==> src/rtl/rxf_pkg.sv <==
package rxf_pkg;
  localparam logic [31:0] RXF_POLY = 32'h04C11DB7;

  localparam int unsigned REG_STA_HI  = 0;
  localparam int unsigned REG_STA_LO  = 1;
  localparam int unsigned REG_HASH_HI = 2;
  localparam int unsigned REG_HASH_LO = 3;
  localparam int unsigned REG_CTRL    = 4;

  localparam int unsigned CTRL_PROMISC = 0;
  localparam int unsigned CTRL_BC_REJ  = 1;

  // advance the CRC by one byte, least-significant bit first
  function automatic logic [31:0] crc_step_byte(input logic [31:0] c, input logic [7:0] b);
    logic [31:0] r;
    r = c;
    for (int k = 0; k < 8; k++) begin
      if (r[31] ^ b[k]) r = (r << 1) ^ RXF_POLY;
      else              r = r << 1;
    end
    return r;
  endfunction

  // {half_select, index[4:0]} with index = reversed crc[5:1]
  function automatic logic [5:0] hash_slot(input logic [31:0] c);
    logic [4:0] idx;
    for (int k = 0; k < 5; k++) idx[4-k] = c[k+1];
    return {c[0], idx};
  endfunction
endpackage

==> src/rtl/rxf_cfg_regs.sv <==
module rxf_cfg_regs #(
  parameter int unsigned AW = 3,
  parameter int unsigned DW = 32
) (
  input  logic          clk,
  input  logic          rst_n,
  input  logic          we,
  input  logic [AW-1:0] addr,
  input  logic [DW-1:0] wdata,
  input  logic          frame_start,
  output logic [DW-1:0] sta_hi,
  output logic [DW-1:0] sta_lo,
  output logic [DW-1:0] hash_hi,
  output logic [DW-1:0] hash_lo,
  output logic          promisc,
  output logic          bc_rej
);
  import rxf_pkg::*;
  localparam int unsigned NREG = 5;

  logic [DW-1:0] live_q [NREG];
  logic [DW-1:0] snap_q [NREG];

  for (genvar g = 0; g < NREG; g++) begin : g_reg
    always_ff @(posedge clk or negedge rst_n) begin
      if (!rst_n) begin
        live_q[g] <= '0;
        snap_q[g] <= '0;
      end else begin
        if (we && (addr == AW'(g))) live_q[g] <= wdata;
        if (frame_start)           snap_q[g] <= live_q[g];
      end
    end
  end

  assign sta_hi  = snap_q[REG_STA_HI];
  assign sta_lo  = snap_q[REG_STA_LO];
  assign hash_hi = snap_q[REG_HASH_HI];
  assign hash_lo = snap_q[REG_HASH_LO];
  assign promisc = snap_q[REG_CTRL][CTRL_PROMISC];
  assign bc_rej  = snap_q[REG_CTRL][CTRL_BC_REJ];
endmodule

==> src/rtl/rxf_hdr_track.sv <==
module rxf_hdr_track #(
  parameter int unsigned DA_BYTES = 6
) (
  input  logic                  clk,
  input  logic                  rst_n,
  input  logic                  byte_vld,
  input  logic                  sof,
  input  logic [7:0]            byte_data,
  output logic                  frame_start,
  output logic                  last_byte,
  output logic [DA_BYTES*8-1:0] da_fin,
  output logic [31:0]           crc_fin
);
  import rxf_pkg::*;
  localparam int unsigned DAW = DA_BYTES * 8;
  localparam int unsigned CW  = $clog2(DA_BYTES + 1);

  logic [CW-1:0]  cnt_q;
  logic           in_q;
  logic [DAW-1:0] da_q;
  logic [31:0]    crc_q;
  logic           take_more;
  logic           take_any;

  assign frame_start = byte_vld & sof;
  assign take_more   = byte_vld & ~sof & in_q & (cnt_q < CW'(DA_BYTES));
  assign take_any    = frame_start | take_more;
  assign last_byte   = take_more & (cnt_q == CW'(DA_BYTES - 1));

  assign crc_fin = crc_step_byte(frame_start ? 32'hFFFF_FFFF : crc_q, byte_data);
  assign da_fin  = frame_start ? {{(DAW-8){1'b0}}, byte_data} : {da_q[DAW-9:0], byte_data};

  always_ff @(posedge clk or negedge rst_n) begin
    if (!rst_n) begin
      cnt_q <= '0;
      in_q  <= 1'b0;
      da_q  <= '0;
      crc_q <= '0;
    end else if (take_any) begin
      cnt_q <= frame_start ? CW'(1) : cnt_q + CW'(1);
      in_q  <= 1'b1;
      da_q  <= da_fin;
      crc_q <= crc_fin;
    end
  end
endmodule

==> src/rtl/rxf_decide.sv <==
module rxf_decide #(
  parameter int unsigned DA_BYTES = 6,
  parameter int unsigned DW = 32
) (
  input  logic [DA_BYTES*8-1:0] da,
  input  logic [31:0]           crc,
  input  logic [DW-1:0]         sta_hi,
  input  logic [DW-1:0]         sta_lo,
  input  logic [DW-1:0]         hash_hi,
  input  logic [DW-1:0]         hash_lo,
  input  logic                  promisc,
  input  logic                  bc_rej,
  output logic                  is_bcast,
  output logic                  is_group,
  output logic                  accept
);
  import rxf_pkg::*;
  localparam int unsigned DAW = DA_BYTES * 8;

  logic [DAW-1:0] station;
  logic [5:0]     slot;
  logic [DW-1:0]  half;
  logic           hash_hit;

  assign station  = {sta_hi, sta_lo[DW-1 -: DAW-DW]};
  assign slot     = hash_slot(crc);
  assign half     = slot[5] ? hash_hi : hash_lo;
  assign hash_hit = half[slot[4:0]];
  assign is_bcast = &da;
  assign is_group = da[DAW-8] & ~is_bcast;

  always_comb begin
    if (promisc)       accept = 1'b1;
    else if (is_bcast) accept = ~bc_rej;
    else if (is_group) accept = hash_hit;
    else               accept = (da == station);
  end
endmodule

==> src/rtl/rx_dest_filter.sv <==
module rx_dest_filter #(
  parameter int unsigned DA_BYTES = 6,
  parameter int unsigned CFG_AW   = 3,
  parameter int unsigned CFG_DW   = 32
) (
  input  logic              clk,
  input  logic              rst_n,
  input  logic              byte_vld,
  input  logic              sof,
  input  logic [7:0]        byte_data,
  input  logic              cfg_we,
  input  logic [CFG_AW-1:0] cfg_addr,
  input  logic [CFG_DW-1:0] cfg_wdata,
  output logic              verdict_vld,
  output logic              verdict_accept
);
  localparam int unsigned DAW = DA_BYTES * 8;

  logic              frame_start_w;
  logic              last_byte_w;
  logic [DAW-1:0]    da_w;
  logic [31:0]       crc_w;
  logic [CFG_DW-1:0] sta_hi_w, sta_lo_w, hash_hi_w, hash_lo_w;
  logic              promisc_w, bc_rej_w;
  logic              is_bcast_w, is_group_w, accept_w;

  rxf_cfg_regs #(.AW(CFG_AW), .DW(CFG_DW)) u_cfg (
    .clk(clk), .rst_n(rst_n), .we(cfg_we), .addr(cfg_addr), .wdata(cfg_wdata),
    .frame_start(frame_start_w),
    .sta_hi(sta_hi_w), .sta_lo(sta_lo_w), .hash_hi(hash_hi_w), .hash_lo(hash_lo_w),
    .promisc(promisc_w), .bc_rej(bc_rej_w)
  );

  rxf_hdr_track #(.DA_BYTES(DA_BYTES)) u_trk (
    .clk(clk), .rst_n(rst_n), .byte_vld(byte_vld), .sof(sof), .byte_data(byte_data),
    .frame_start(frame_start_w), .last_byte(last_byte_w), .da_fin(da_w), .crc_fin(crc_w)
  );

  rxf_decide #(.DA_BYTES(DA_BYTES), .DW(CFG_DW)) u_dec (
    .da(da_w), .crc(crc_w),
    .sta_hi(sta_hi_w), .sta_lo(sta_lo_w), .hash_hi(hash_hi_w), .hash_lo(hash_lo_w),
    .promisc(promisc_w), .bc_rej(bc_rej_w),
    .is_bcast(is_bcast_w), .is_group(is_group_w), .accept(accept_w)
  );

  always_ff @(posedge clk or negedge rst_n) begin
    if (!rst_n) begin
      verdict_vld    <= 1'b0;
      verdict_accept <= 1'b0;
    end else if (frame_start_w) begin
      verdict_vld    <= 1'b0;
      verdict_accept <= 1'b0;
    end else if (last_byte_w) begin
      verdict_vld    <= 1'b1;
      verdict_accept <= accept_w;
    end else begin
      verdict_vld    <= 1'b0;
    end
  end
endmodule

==> config.mk <==
export PLATFORM = sky130hd
export DESIGN_NAME = rx_dest_filter
export DESIGN_NICKNAME = d
export VERILOG_FILES = /design/src/rtl/rxf_pkg.sv /design/src/rtl/rxf_cfg_regs.sv /design/src/rtl/rxf_hdr_track.sv /design/src/rtl/rxf_decide.sv /design/src/rtl/rx_dest_filter.sv
export SDC_FILE = /design/constraint.sdc
export NUM_CORES = 1
export LEC_CHECK = 0
export BUFFER_PORTS_ARGS = -buffer_cell sky130_fd_sc_hd__buf_4
export CAP_MARGIN = 30
export CELL_PAD_IN_SITES_DETAIL_PLACEMENT = 1
export CELL_PAD_IN_SITES_GLOBAL_PLACEMENT = 2
export CORE_MARGIN = 2
export CORE_UTILIZATION = 38
export CTS_BUF_LIST = sky130_fd_sc_hd__clkbuf_4 sky130_fd_sc_hd__clkbuf_8
export DETAILED_ROUTE_END_ITERATION = 12
export GPL_ROUTABILITY_DRIVEN = 0
export HOLD_SLACK_MARGIN = 0.05
export PLACE_DENSITY = 0.81
export SLEW_MARGIN = 15
export SYNTH_ARGS = -nofsm -noshare
export SYNTH_HDL_FRONTEND = slang
export SYNTH_SLANG_ARGS = --single-unit
==> constraint.sdc <==
create_clock -name clk -period 2.97 [get_ports clk]
set_input_delay 0.297 -clock clk [delete_from_list [all_inputs] [get_ports clk]]
set_output_delay 0.297 -clock clk [all_outputs]
set_load 0.02 [all_outputs]
==> metrics, run 1 <==
max_slew headroom=0.551; Power Dens Cells=1030 nW/um^2; Worst-path clk slew=0.07 ns; total track usage=0.232; Via Count=10,776; Max FO, Critical Path=7; Yosys top cell area share=0.538; share of cells above drive strength 1=0.222; Post-Place Cells=1,897; Max Clk Rate=about 0.36 GHz; RSZ-0062 raised after global routing=false; Final period util=0.943; worst path required time=3.53 ns; MaxCap Viol Count=0; die area=39,000 um^2; Die Wd=between 150 and 200 um; synthesized area=14,200 um^2; CTS HTree Levels=2; Routed Antenna Nets=0; Initial DRC Count=583; Seq/Total Area, Yosys=0.538; Mapped Nets=1,460; worst hold-check path type=in2reg; initial antenna violation count=0; EDFF count, synth=0; worst IR drop on VDD=0.433 mV; Slew @ Worst Pin=0.673 ns; final hold vios=0; Clock Sinks=306; ys flop type=dfrtp_1; status=completed; vias per cell=5.29; Synth Area in Simple Gates=0.182; static leakage=7.69 nW; first-pass GRT wire length=68,700 um; CP arrival=3.36 ns; Slew Limit Fails=0; critical path's slowest cell=xnor3_2; initial core utilization=0.388; non-filler instance count after layout=between 2,000 and 2,500; largest net degree at the start of global routing=about 70; DR pass1 iterations=5; DR WL/cell=between 20 and 25 um; post-synth top area cell=dfrtp_1; mux contribution to synthesized area=0.111; library cells used by synthesis=66; CP Cell Sequence=xor2_1 -> nand2_1 -> xor2_2 -> xnor3_2 -> buf_4 -> mux4_2 -> nand2_1 -> o311a_1 -> o32a_2 -> nand3_1; endpoints failing setup=0; Buf/Inv on CP=1; crit path launch type=flop; Area contributors post-synth=dfrtp_1 54%, nand2_1 12%, mux2_2 9.1%, xnor2_1 5.4%, nor2_1 2.4%; main combinational cell family by area after synthesis=simple AND/OR/NAND/NOR gates; Post-DP HPWL=about 30,000 um; wirelength, routed=43,200 um; Seq cells post-synth=306; CP endpoint kind=flop; CTS buffer count=53; Syn. warnings=0; asr flop ratio synth=1.00; Worst-Skew Late Latency=0.65 ns; final hold slack=~0.11 ns; I/O pin count=50; GRT overflow=0; Synth Area in Adders=0.00176; WS Path Type=reg2reg; CP max stage delay=0.45 ns; CTS tree=yes; Root Driver=clkbuf_8; Remaining DRCs=0; buffers added on ports=49; min Tclk post-route=2.80 ns; TNS Setup=0 ns; Vert. Die Dim=197 um; Fin Clk Skew=0.0248 ns; clock buffer depth=3; core box area=36,700 um^2; Gate Count Post-Synth=1,410; Final nets=1,576; fillcell total=4,087; XOR/XNOR Fraction of Synth Area=0.0761; Layout Area Growth over Synthesis=18.9%; commonest non-fill, non-tap cell in the layout=nand2_1; syn_area_per_cell=10.1 um^2; most frequent cells in the layout=462 x nand2_1, 306 x dfrtp_1, 115 x mux2_2; Core Rows=70; ant diodes=0; Synth Area in Compound Gates=0.0637; Worst path top cell family by delay=XOR/XNOR gates; most used cell, CP=nand2_1; vias in the first global route=~12,000
## cell usage after synthesis (4+ instances only)
cell	count
nand2b_1	5
mux4_2	8
clkbuf_1	59
buf_1	7
dfrtp_1	306
xnor2_1	88
nand4_1	17
nor4bb_1	13
nor4_1	6
nand2_1	463
xnor2_2	4
inv_1	10
o21ai_0	17
nand3_1	7
mux2i_1	11
buf_4	4
nor2_1	91
mux2_2	115
a21oi_1	55
buf_2	8
o32ai_1	14
a31oi_1	13
nor3_1	8
xor2_1	16
a21boi_0	4
## worst paths after layout
kind / slack (ns) / endpoint / startpoint / depth (start not counted)
worst max-delay path: 0.17 / verdict_accept$_DFFE_PN0P_ / u_trk.crc_q[30]$_DFFE_PN0P_ / 10
worst min-delay path: 0.11 / u_cfg.live_q[0]$_DFFE_PN0P_ / cfg_addr[0] / 3
worst max register to register: 0.17 / verdict_accept$_DFFE_PN0P_ / u_trk.crc_q[30]$_DFFE_PN0P_ / 10
worst min register to register: 0.46 / u_cfg.hash_lo[4]$_DFFE_PN0P_ / u_cfg.live_q[36]$_DFFE_PN0P_ / 2
max in group asynchronous: 1.77 / u_cfg.live_q[136]$_DFFE_PN0P_ / rst_n / 3
min in group asynchronous: 0.23 / u_cfg.live_q[117]$_DFFE_PN0P_ / rst_n / 2
## where the power goes
group          leakage (nW)  internal [mW]  switching [mW]
registers              3.78           5.19           0.931
clock network         0.619           2.29            1.82
logic                  3.29           3.39            3.71
total                  7.69           10.9            6.46
## worst reg2reg max path: cells and delay by family (launching register included)
family                 cells  cell delay [ns]
AO/OA/AOI/OAI              2             0.53
XOR/XNOR                   3             0.95
buffers and inverters      1             0.20
flip-flops                 1             0.41
multiplexers               1             0.33
AND/OR/NAND/NOR            3             0.31
## state kept, by name, summed over array words and instances (netlist names)
signal	flops
u_cfg.hash_lo	32
u_cfg.sta_lo	16
u_cfg.bc_rej	1
verdict_accept	1
u_cfg.promisc	1
u_trk.da_q	40
u_cfg.live_q	114
u_trk.in_q	1
u_cfg.sta_hi	32
u_trk.crc_q	32
u_trk.cnt_q	3
u_cfg.hash_hi	32
verdict_vld	1
## layout make-up
class / instances / area [um^2] / area share
clock buffers: 83 / 1020 / 0.0605
clock inverters: 15 / 125 / 0.00740
inverters: 10 / 37.5 / 0.00222
multi-input cells: 1012 / 6230 / 0.368
flip-flops and latches: 306 / 7660 / 0.453
well taps: 468 / 586 / 0.0346
repair buffers: 143 / 1250 / 0.0741
## kinds of logic (layout without fill, tap and decap cells)
family                   after synthesis  after routing
AND/OR/NAND/NOR                      626            626
flip-flops                           306            306
AO/OA/AOI/OAI                        137            137
multiplexers                         134            134
XOR/XNOR                             113            113
buffers and inverters                 92            251
adder cells (fa/ha/maj)                2              2
## per-layer routing
layer | vias to the layer above | part of all wire | global-route usage
met3 | 73 | 0.040 | 0.0338
li1 | 4946 | - | -
met4 | 0 | 0.028 | 0.0827
met2 | 223 | 0.47 | 0.373
met5 | - | 0 | 0
met1 | 5534 | 0.46 | 0.321
## repair_timing
item / CTS / global route
hold buffers: 41 / 0
hold endpoints to repair: 181 / 0
setup endpoints to repair: 0 / 1
buffers inserted: 0 / 1
resized for setup: 0 / 2
## through the flow
stage	power [mW]	worst slack, ns	cell area, um^2	util
2_1_floorplan	10.7	0.249	14200	-
3_3_place_gp	12.9	0.222	15300	0.417
3_5_place_dp	13.2	0.169	15300	0.418
4_1_cts	17.5	0.170	16900	0.461
5_1_grt	18.4	0.0528	16900	0.461
6_report	17.3	0.168	16900	0.461
No activity file was read; power rests on OpenSTA's default activity.
==> inputs of run 2 (changes only) <==
- ABC_AREA: unset -> 1
- PLACE_DENSITY: 0.81 -> 0.85
==> run 2 against run 1 <==
  * Sequential power is 8.3% lower
  * Sequential cell count stayed put
  * Total power is 16% lower
  * Sequential share of layout area is 0.99 points higher
  * Critical endpoint is now u_trk.crc_q[11]$_DFFE_PN0P_
  * First-iteration DRC count is 5.3% lower
  * Worst hold slack worse by 0.020 ns
  * Area after synthesis is 1.8% lower
  * Register-to-register slack better by 0.12 ns
  * Non-clock buffer count is 21 lower
  * Setup slack better by 0.070 ns
  * Combinational power is 35% lower
==> metrics, run 2 <==
Seq cells post-synth=306 (unchanged); Vert. Die Dim=196 um (-0.90%); first-pass GRT wire length=67,900 um (-1.2%); Slew Limit Fails=0 (unchanged); Int Pwr=9.18 mW (-16%); endpoints failing setup=0 (unchanged); share of cells above drive strength 1=0.124 (-0.0981); Synth Area in Compound Gates=0.0873 (+0.0237); Mapped Nets=1,726 (+18%); initial antenna violation count=0 (unchanged); count leader, synth=nand2_1; Routed Antenna Nets=0 (unchanged); clock buffer depth=3 (unchanged); min Tclk post-route=2.73 ns (-0.0702 ns); die area=38,300 um^2 (-1.8%); TNS Setup=0 ns (unchanged); Yosys top cell area share=0.548 (+0.00998); CTS tree=yes; Synth Area in Adders=0.00179 (+0.0000326); Die Wd=196 um (-0.90%); most frequent cells in the layout=645 x nand2_1, 306 x dfrtp_1, 225 x o21ai_0; total track usage=0.228 (-0.00397); synthesized area=14,000 um^2 (-1.8%); Root Driver=clkbuf_8; worst IR drop on VDD=0.362 mV (-17%); max_slew headroom=0.511 (-0.0409); Seq/Total Area, Yosys=0.548 (+0.00998); Worst-path clk slew=0.06 ns (about the same); I/O pin count=50 (unchanged); final hold slack=0.0895 ns (-0.0197 ns); status=completed; CP arrival=3.24 ns (-0.12 ns); EDFF count, synth=0 (unchanged); asr flop ratio synth=1.00 (unchanged); Final period util=0.920 (-0.0236); GRT overflow=0 (unchanged); Power Dens Cells=875 nW/um^2 (-15%); main combinational cell family by area after synthesis=simple AND/OR/NAND/NOR gates; Final nets=1,825 (+16%); Max FO, Critical Path=14 (+7); postcts setup bufs=0 (unchanged); Area contributors post-synth=dfrtp_1 55%, nand2_1 17%, o21ai_0 8.1%, xor2_1 4.1%, inv_1 3.3%; Slew @ Worst Pin=0.732 ns (+0.0589 ns); MaxCap Viol Count=0 (unchanged); syn_area_per_cell=8.33 um^2 (-17%); mux contribution to synthesized area=0 (-0.111); static leakage=8.33 nW (+8.4%); Clk pwr share=0.296 (+0.059); final hold vios=0 (unchanged); Syn. warnings=0 (unchanged); switching part of the total power=0.366 (-0.00632); wirelength, routed=42,300 um (-2.1%); XOR/XNOR Fraction of Synth Area=0.0615 (-0.0146); total chip power=14.5 mW (-16%); combinational fraction of design power=0.317 (-0.093); worst path required time=3.48 ns (-0.05 ns); CP endpoint kind=flop; Initial DRC Count=552 (-5.3%); Core Rows=70 (unchanged); library cells used by synthesis=36 (-45%); Top reg by flops=u_cfg.live_q; Post-DP HPWL=28,700 um (-4.5%); vias per cell=4.97 (-6.1%); RSZ-0062 raised after global routing=false; vias in the first global route=12,018 (+3.5%); largest net degree at the start of global routing=77 (+8.5%); Max Clk Rate=0.366 GHz (+2.6%); DR WL/cell=18.5 um (-13%); Layout Area Growth over Synthesis=18.5%; CTS buffer count=55 (+3.8%); crit path launch type=primary input; ys flop type=dfrtp_1; Largest register FFs=114 (unchanged); commonest non-fill, non-tap cell in the layout=nand2_1; sw power=5.31 mW (-18%); biggest regs=u_cfg.live_q (114), u_trk.da_q (40); CTS HTree Levels=2 (unchanged); core box area=36,400 um^2 (-0.72%); WS Path Type=in2reg; Flop pwr share=0.387 (+0.034); Synth Area in Simple Gates=0.241 (+0.0595); buffers added on ports=49 (unchanged); DR pass1 iterations=5 (unchanged); worst hold-check path type=in2reg; Remaining DRCs=0 (unchanged); Clock Sinks=306 (unchanged); Post-synth top cells=646 x nand2_1, 306 x dfrtp_1, 225 x o21ai_0, 124 x inv_1, 66 x xor2_1; post-synth top area cell=dfrtp_1; Via Count=11,359 (+5.4%); initial core utilization=0.383 (-0.00431); Gate Count Post-Synth=1,676 (+19%); Worst-Skew Late Latency=0.65 ns (about the same); Fin Clk Skew=0.0248 ns (+0.0000192 ns); ant diodes=0 (unchanged)
[run 2: power groups by stage]
| stage | clock, mW | combinational (mW) | sequential (mW) |
|---|---|---|---|
| 6_report | 4.28 | 4.59 | 5.61 |
| 5_1_grt | 4.60 | 5.21 | 5.72 |
| 4_1_cts | 4.38 | 4.62 | 5.61 |
| 3_5_place_dp | 0 | 4.55 | 5.67 |
| 3_3_place_gp | 0 | 4.41 | 5.64 |
| 2_1_floorplan | 0 | 3.27 | 5.48 |
[run 2: cell families after synthesis]
group / Yosys count
and+or+nand+nor: 821
DFF: 306
AOI/OAI and AO/OA: 241
buffers and inverters: 211
xor gates and xnor gates: 95
adders and majority gates: 2
[run 2: per-stage QoR]
| stage | utilization | instances | setup WS (ns) | cell area (um^2) |
|---|---|---|---|---|
| after floorplan | - | 1676 | 0.908 | 14000 |
| after global placement | 0.409 | 2143 | 0.213 | 14900 |
| after detailed placement | 0.409 | 2143 | 0.121 | 14900 |
| after CTS | 0.453 | 2285 | 0.263 | 16500 |
| after global routing | 0.454 | 2286 | 0.00930 | 16500 |
| final | 0.454 | 2286 | 0.238 | 16500 |
[run 2: metal layers]
layer | routed length, um | GRT usage
met2 | 19500 | 0.364
met5 | 0 | 0
met1 | 20200 | 0.319
met3 | 1530 | 0.0390
met4 | 1060 | 0.0735
[run 2: path summary, 6_finish.rpt]
kind                            cells after the start                          from  slack, ns                            end
worst max-delay path                               12                           sof       0.24    u_trk.crc_q[11]$_DFFE_PN0P_
worst min-delay path                                3                  byte_data[2]       0.09      u_trk.da_q[2]$_DFFE_PN0P_
worst max register to register                     10   u_trk.crc_q[31]$_DFFE_PN0P_       0.29    u_trk.crc_q[11]$_DFFE_PN0P_
worst min register to register                      2  u_cfg.live_q[37]$_DFFE_PN0P_       0.47   u_cfg.hash_lo[5]$_DFFE_PN0P_
max in group asynchronous                           3                         rst_n       1.80   u_cfg.live_q[35]$_DFFE_PN0P_
min in group asynchronous                           2                         rst_n       0.21  u_cfg.live_q[112]$_DFFE_PN0P_
[run 2: layout make-up]
cell class / count / area, um^2
Inverter: 131 / 497
Sequential cell: 306 / 7660
Fill cell: 4307 / 19900
Clock inverter: 10 / 88.8
Multi-Input combinational cell: 1159 / 5500
Clock buffer: 90 / 1110
Tap cell: 468 / 586
Timing Repair Buffer: 122 / 1120
[run 2: critical path, stage by stage]
cell           delay, ns
dlygate4sd3_1       0.54
buf_4               0.15
nand2_4             0.20
nand2_1             0.09
nand2_1             0.17
nand2_4             0.07
buf_4               0.19
xor2_1              0.39
xor2_1              0.64
xor2_1              0.18
xnor2_1             0.24
o21ai_1             0.08
[run 2: repair_timing]
| item | 4_1_cts | 5_1_grt |
|---|---|---|
| endpoints found under the setup margin | 0 | 1 |
| hold buffers | 42 | 0 |
| resized for setup | 0 | 3 |
| hold endpoints to repair | 173 | 0 |
